--- src/rtl/fetch_sampler.sv ---
module fetch_sampler #(
  parameter int CNT_W  = 16,
  parameter int LAT_W  = 12,
  parameter int ADDR_W = 48
) (
  input  logic              clk,
  input  logic              rst_n,
  input  logic              cfg_en,
  input  logic              cfg_irq_en,
  input  logic [CNT_W-1:0]  cfg_max_cnt,
  input  logic              smp_clear,
  input  logic              fetch_req,
  input  logic [ADDR_W-1:0] fetch_addr,
  input  logic              fetch_redirect,
  input  logic              fetch_done,
  input  logic              fetch_ic_miss,
  output logic              smp_valid,
  output logic [ADDR_W-1:0] smp_addr,
  output logic [LAT_W-1:0]  smp_lat,
  output logic              smp_ic_miss,
  output logic              smp_redirect,
  output logic              irq
);

  localparam logic [LAT_W-1:0] LAT_TOP = '1;

  logic [CNT_W-1:0] cnt;
  logic             armed;
  logic             busy;
  logic [LAT_W-1:0] lat_run;

  wire take = fetch_req && cfg_en && !smp_valid && !busy;
  wire [LAT_W-1:0] lat_step = (lat_run == LAT_TOP) ? lat_run : lat_run + 1'b1;

  assign irq = smp_valid & cfg_irq_en;

  always_ff @(posedge clk) begin
    if (!rst_n) begin
      cnt          <= '0;
      armed        <= 1'b0;
      busy         <= 1'b0;
      lat_run      <= '0;
      smp_valid    <= 1'b0;
      smp_addr     <= '0;
      smp_lat      <= '0;
      smp_ic_miss  <= 1'b0;
      smp_redirect <= 1'b0;
    end else begin
      if (smp_clear && smp_valid) begin
        smp_valid <= 1'b0;
        cnt       <= '0;
        armed     <= 1'b0;
      end else if (take) begin
        if (armed) begin
          armed        <= 1'b0;
          busy         <= 1'b1;
          lat_run      <= '0;
          smp_addr     <= fetch_addr;
          smp_redirect <= fetch_redirect;
        end else if (cnt >= cfg_max_cnt) begin
          cnt   <= '0;
          armed <= 1'b1;
        end else begin
          cnt <= cnt + 1'b1;
        end
      end
      if (busy) begin
        if (fetch_done) begin
          busy        <= 1'b0;
          smp_valid   <= 1'b1;
          smp_lat     <= lat_step;
          smp_ic_miss <= fetch_ic_miss;
        end else begin
          lat_run <= lat_step;
        end
      end
    end
  end


  valid_busy_excl_chk: assert property (@(posedge clk) disable iff (!rst_n)
    !(smp_valid && busy));


  valid_drop_chk: assert property (@(posedge clk) disable iff (!rst_n)
    $fell(smp_valid) |-> $past(smp_clear));


  sample_hold_chk: assert property (@(posedge clk) disable iff (!rst_n)
    (smp_valid && $past(smp_valid)) |-> ($stable(smp_addr) && $stable(smp_lat)
      && $stable(smp_ic_miss) && $stable(smp_redirect)));


  lat_sat_chk: assert property (@(posedge clk) disable iff (!rst_n)
    (busy && $past(busy) && $past(lat_run) == LAT_TOP) |-> lat_run == LAT_TOP);


  valid_rise_chk: assert property (@(posedge clk) disable iff (!rst_n)
    $rose(smp_valid) |-> ($past(busy) && $past(fetch_done)));

endmodule

--- config.mk ---
export PLATFORM = sky130hd
export DESIGN_NAME = fetch_sampler
export DESIGN_NICKNAME = d
export VERILOG_FILES = /design/src/rtl/fetch_sampler.sv
export SDC_FILE = /design/constraint.sdc
export NUM_CORES = 1
export LEC_CHECK = 0
export BUFFER_PORTS_ARGS = -buffer_cell sky130_fd_sc_hd__buf_2
export CORE_MARGIN = 5
export CORE_UTILIZATION = 51
export DETAILED_ROUTE_END_ITERATION = 10
export MAX_ROUTING_LAYER = met4
export PLACE_DENSITY = 0.81
export RECOVER_POWER = 50
export SLEW_MARGIN = 40
export SYNTH_ARGS = -nofsm -noshare
export SYNTH_HDL_FRONTEND = slang
export SYNTH_SLANG_ARGS = --single-unit
--- constraint.sdc ---
create_clock -name clk -period 2.9 [get_ports clk]
set_input_delay 0.435 -clock clk [delete_from_list [all_inputs] [get_ports clk]]
set_output_delay 0.435 -clock clk [all_outputs]
set_load 0.005 [all_outputs]
After elaboration in Yosys (flattened, before gate mapping)
Index checks and enable logic that the tools add are counted.
{"block": "classes", "eq_ne": 1, "div": 0, "n_shift": 0, "n_mux": 17, "reduce_logical": 10, "multipliers": 0, "bitwise_logic": 4, "n_lt_le_gt_ge": 1, "add_sub_neg": 2}
{"operator": "$mux W12", "n": 6}
{"operator": "$add A16 B1 Y16 const B", "n": 1}
{"operator": "$ge A16 B16 Y1", "n": 1}
{"operator": "$mux W16", "n": 1}
{"operator": "$add A12 B1 Y12 const B", "n": 1}
{"operator": "$eq A12 B12 Y1 const B", "n": 1}
{"operator": "$mux W1", "n": 10}
{"operator": "$logic_and A1 B1 Y1", "n": 4}
{"operator": "$reduce_and A2 Y1", "n": 2}
{"operator": "$not A1 Y1", "n": 3}
{"operator": "$reduce_and A3 Y1", "n": 1}
{"operator": "$logic_not A1 Y1", "n": 2}
{"operator": "$reduce_or A2 Y1", "n": 1}
{"operator": "$and A1 B1 Y1", "n": 1}
{"block": "word_totals", "in_bits": 73, "ramBits": 0, "reg_bits": 93, "romBits": 0, "wordCells": 44, "latchBits": 0, "mem_count": 0}

Longest topological paths before layout
{"block": "depth", "depth_word": 7, "depth_mapped": 9, "ltp_nobuf": 8}

Worst setup path before layout
No wires, ideal clock.
{"block": "synth_path", "path_type": "input to register", "start": "input port cfg_max_cnt[0]", "end": "register cnt[13]", "cell_stages": 8, "setup_ns": 0.064, "slack_ns": 0.847, "arrival_ns": 1.989, "required_ns": 2.836, "path_cell_list": "ha_1 -> nand2b_4 -> a2111oi_4 -> o21ai_2 -> a311oi_4 -> o21bai_4 -> buf_6 -> nor2_1"}
{"block": "synth_via", "elab_chain_len": 2}
{"element": "start: declaration", "line": "10", "source": "input logic [CNT_W-1:0] cfg_max_cnt,"}
{"element": "$ge A16 B16 Y1", "line": "60", "source": "end else if (cnt >= cfg_max_cnt) begin"}
{"element": "$mux W16", "line": "60"}
{"element": "end signal: assignment", "line": "64", "source": "cnt <= cnt + 1'b1;"}
{"element": "end: declaration", "line": "27", "source": "logic [CNT_W-1:0] cnt;"}
Every way passes these cells.
A chain may end at the register's enable or synchronous reset.

Final worst setup path
{"block": "layout_path", "start": "register cnt[0]", "end": "register cnt[14]"}
{"block": "layout_via", "elab_chain_len": 2, "word_cells_on_any_way": 3}
{"element": "$add A16 B1 Y16 or $ge A16 B16 Y1 (tied branches)", "line": "64, 60"}
{"element": "$mux W16 *", "line": "60"}
Every way passes the cells marked *; elsewhere a longest branch is shown, timed or not.

==> run summary <==
Synth top area share = 0.443
Wire length per cell = 13.6 um
Sequential area share after synthesis = 0.443
Slew @ Worst Pin = 1010 ps
TritonRoute pass-1 iters = 5
Total of max-cap violations = 0
Vias in the first global route = 3718
HP Class = input pin to flop
Commonest cells after routing, fill and taps aside = nand2_1, dfxtp_1, buf_2, a21oi_1, clkbuf_1
Post-synth EDFFs = 0
Proportion of layout cells with a drive suffix above 1 = 0.193
Design Area, Final = 0.00506 mm^2
Number of CTS-inserted buffers = 9
Comb pwr share = 0.051
Simple-gate share of the synthesized area = 0.253
Number of fill cells in the layout = 763
Die Footprint = 0.0102 mm^2
Seq pwr share = 0.575
Power Dens Cells = 439 mW/mm^2
Setup_tns = 0 ps
Most common cell after layout, fill and taps aside = nand2_1
DRC Markers = 0
Syn Nets = 608
CP max-delay cell = a311oi_4
First-pass GRT wire length = 16800 um
CTS resizes = 0
Startpoint types = flop
Crit end category = flop
Sw Ratio = 0.242
CP Cell Sequence = inv_1 > ha_1 > nand2b_4 > a2111oi_4 > o21ai_2 > a311oi_4 > o21bai_4 > nor2_1
Adder-cell share of the synthesized area = 0.0536
Clock Skew = 11.3 ps
Mapped Area = 0.00421 mm^2
Final ANT Viol Nets = 0
NumNets Final = 732
Post CTS Setup Buffer Count = 0
Power Internal = 1.69 mW
Biggest area consumer among synthesized cells = dfxtp_1
Io pins = 137
Pins Over Slew Limit = 0
Sequential cell area = 0.00186 mm^2
Synth Register Bits = 93
Final HPWL DP = 7590 um
Switch Pwr = 538 uW
Post-synth top flop = dfxtp_1
Largest net degree at the start of global routing = 54
Crit Path Class = flop to flop
Initial antenna violation count = 1
Clk pwr share = 0.373
Layout Cells excl Fill = 752
Avg Vias per Cell = 5.17
CP required = 3190 ps
Slew HR = 0.327
Clk_lat worst skew = 350 ps
Gr usage total = 0.207
Core area = 0.00813 mm^2
Run status = finished clean
CTS Buffer Depth = 2
F_max = 450 MHz
Placed cells = 735
Lkg Pwr = 1.99 nW
Largest family of logic cells by synthesized area = simple AND/OR/NAND/NOR gates
Die Y = 101 um
Gpl congestion = 0.899
Critical path data arrival time = 2510 ps
Fin crit period = 2220 ps
Clock sinks = 93
Synth Area in Compound Gates = 0.163
Peak supply drop = 289 uV
RSZ-0062 raised after global routing = false
Chip Width = 101 um
Dpl cell area = 0.00494 mm^2
Buffers on Ports = 136
GRT overflow = 0
Post-synth cell types = 50
Area of the multi-input gates = 0.00215 mm^2
Max H-tree Level = 3
Row Count = 33
Number of DRC markers in iteration 0 = 141
CTS Hold Buffers Added = 0
Tcrit/Tclk final = 0.767
Syn Area/Cell = 8.13 um^2
Top post-synthesis cells by area = dfxtp_1, nand2_1, a21oi_1
Post-Synthesis Cells = 517
Final setup fails = 0
Max Fanout on Critical Path = 12
Area grow syn2layout = 20.4%
Hold Violations, Final = 0
Synth Warn # = 0
Via count = 3885
Clock Tree Root = clkbuf_8
Mux contribution to synthesized area = 0.00238
Highest cell delay on the worst timing path = 440 ps
Starting Density = 0.517
CTS clk-pin slew, worst paths = 100 ps
Xor/xnor share of the synthesized area = 0.0396
Async S/R FF share, synth = 0
Final wirelength = 10200 um
TritonCTS clock tree = built
[flip-flops by register name, summed over array words and instances, names as in the netlist]
name and count:
smp_addr 48, cnt 16, lat_run 12, smp_lat 12, armed 1, busy 1
smp_ic_miss 1, smp_redirect 1, smp_valid 1
[final timing paths]
check             slack, ps      startpoint  depth (start not counted)           end
setup / recovery        680          cnt[0]                          8       cnt[14]
hold / removal          300  fetch_addr[33]                          3  smp_addr[33]
setup reg to reg        680          cnt[0]                          8       cnt[14]
hold reg to reg         460    smp_addr[22]                          2  smp_addr[22]
[metrics by stage]
step                setup slack (ps)   util  power (mW)  hold slack (ps)
finish                           675  0.623        2.22              303
global route                     498  0.623        2.31              292
CTS                              652  0.630        2.25              283
detailed placement               584  0.607        1.42              443
global placement                 669  0.607        1.42              438
floorplan                        847      -        1.36              448
[synth_stat cells (2+ instances only)]
cell type  instances
a211oi_1           4
a21oi_1           69
a311oi_1           5
a31oi_1            3
and2_1             7
and3_1             3
and4_1             3
buf_2              4
clkbuf_1          22
dfxtp_1           93
ha_1              18
inv_1             19
nand2_1          132
nand2b_1           3
nand3_1           17
nand4_1            7
nor2_1            28
nor2_2             4
nor2b_1            2
nor3_1             6
nor3b_1            2
o21a_1             5
o21ai_0           15
o21bai_1           2
or3_1              2
xnor2_1            7
xor2_1            12
[power groups by stage]
stage          Sequential (mW)  Clock (mW)  Combinational, mW
2_1_floorplan             1.31           0             0.0542
3_3_place_gp              1.31           0              0.110
3_5_place_dp              1.31           0              0.114
4_1_cts                   1.28       0.854              0.114
5_1_grt                   1.28       0.904              0.126
6_report                  1.28       0.830              0.114
[layer usage]
metal / global-route usage / wire (um)
met1: 0.242 / 4320
met2: 0.337 / 4960
met3: 0.0616 / 756
met4: 0.0736 / 158
met5: - / 0
[final cells by class]
cell class              count  area share
multi-input cells         377       0.425
flip-flops and latches     93       0.368
repair buffers            140       0.128
clock buffers              10      0.0272
well taps                 105      0.0259
inverters                  20      0.0148
clock inverters             6      0.0101
diodes                      1    0.000494
[critical path: cells and delay by family, from the launching register on]
kind	cells	cell delay (ps)
compound gates	4	1120
buf+inv	1	80
simple gates	2	280
fa+ha+maj	1	270
flops	1	420
[kinds of logic after synthesis]
logic type,count (synthesis)
xor+xnor,19
flops,93
compound gates,112
mux,1
fa+ha+maj,18
buf+inv,47
simple gates,227
Note: power is estimated with default switching activity, not from simulation.
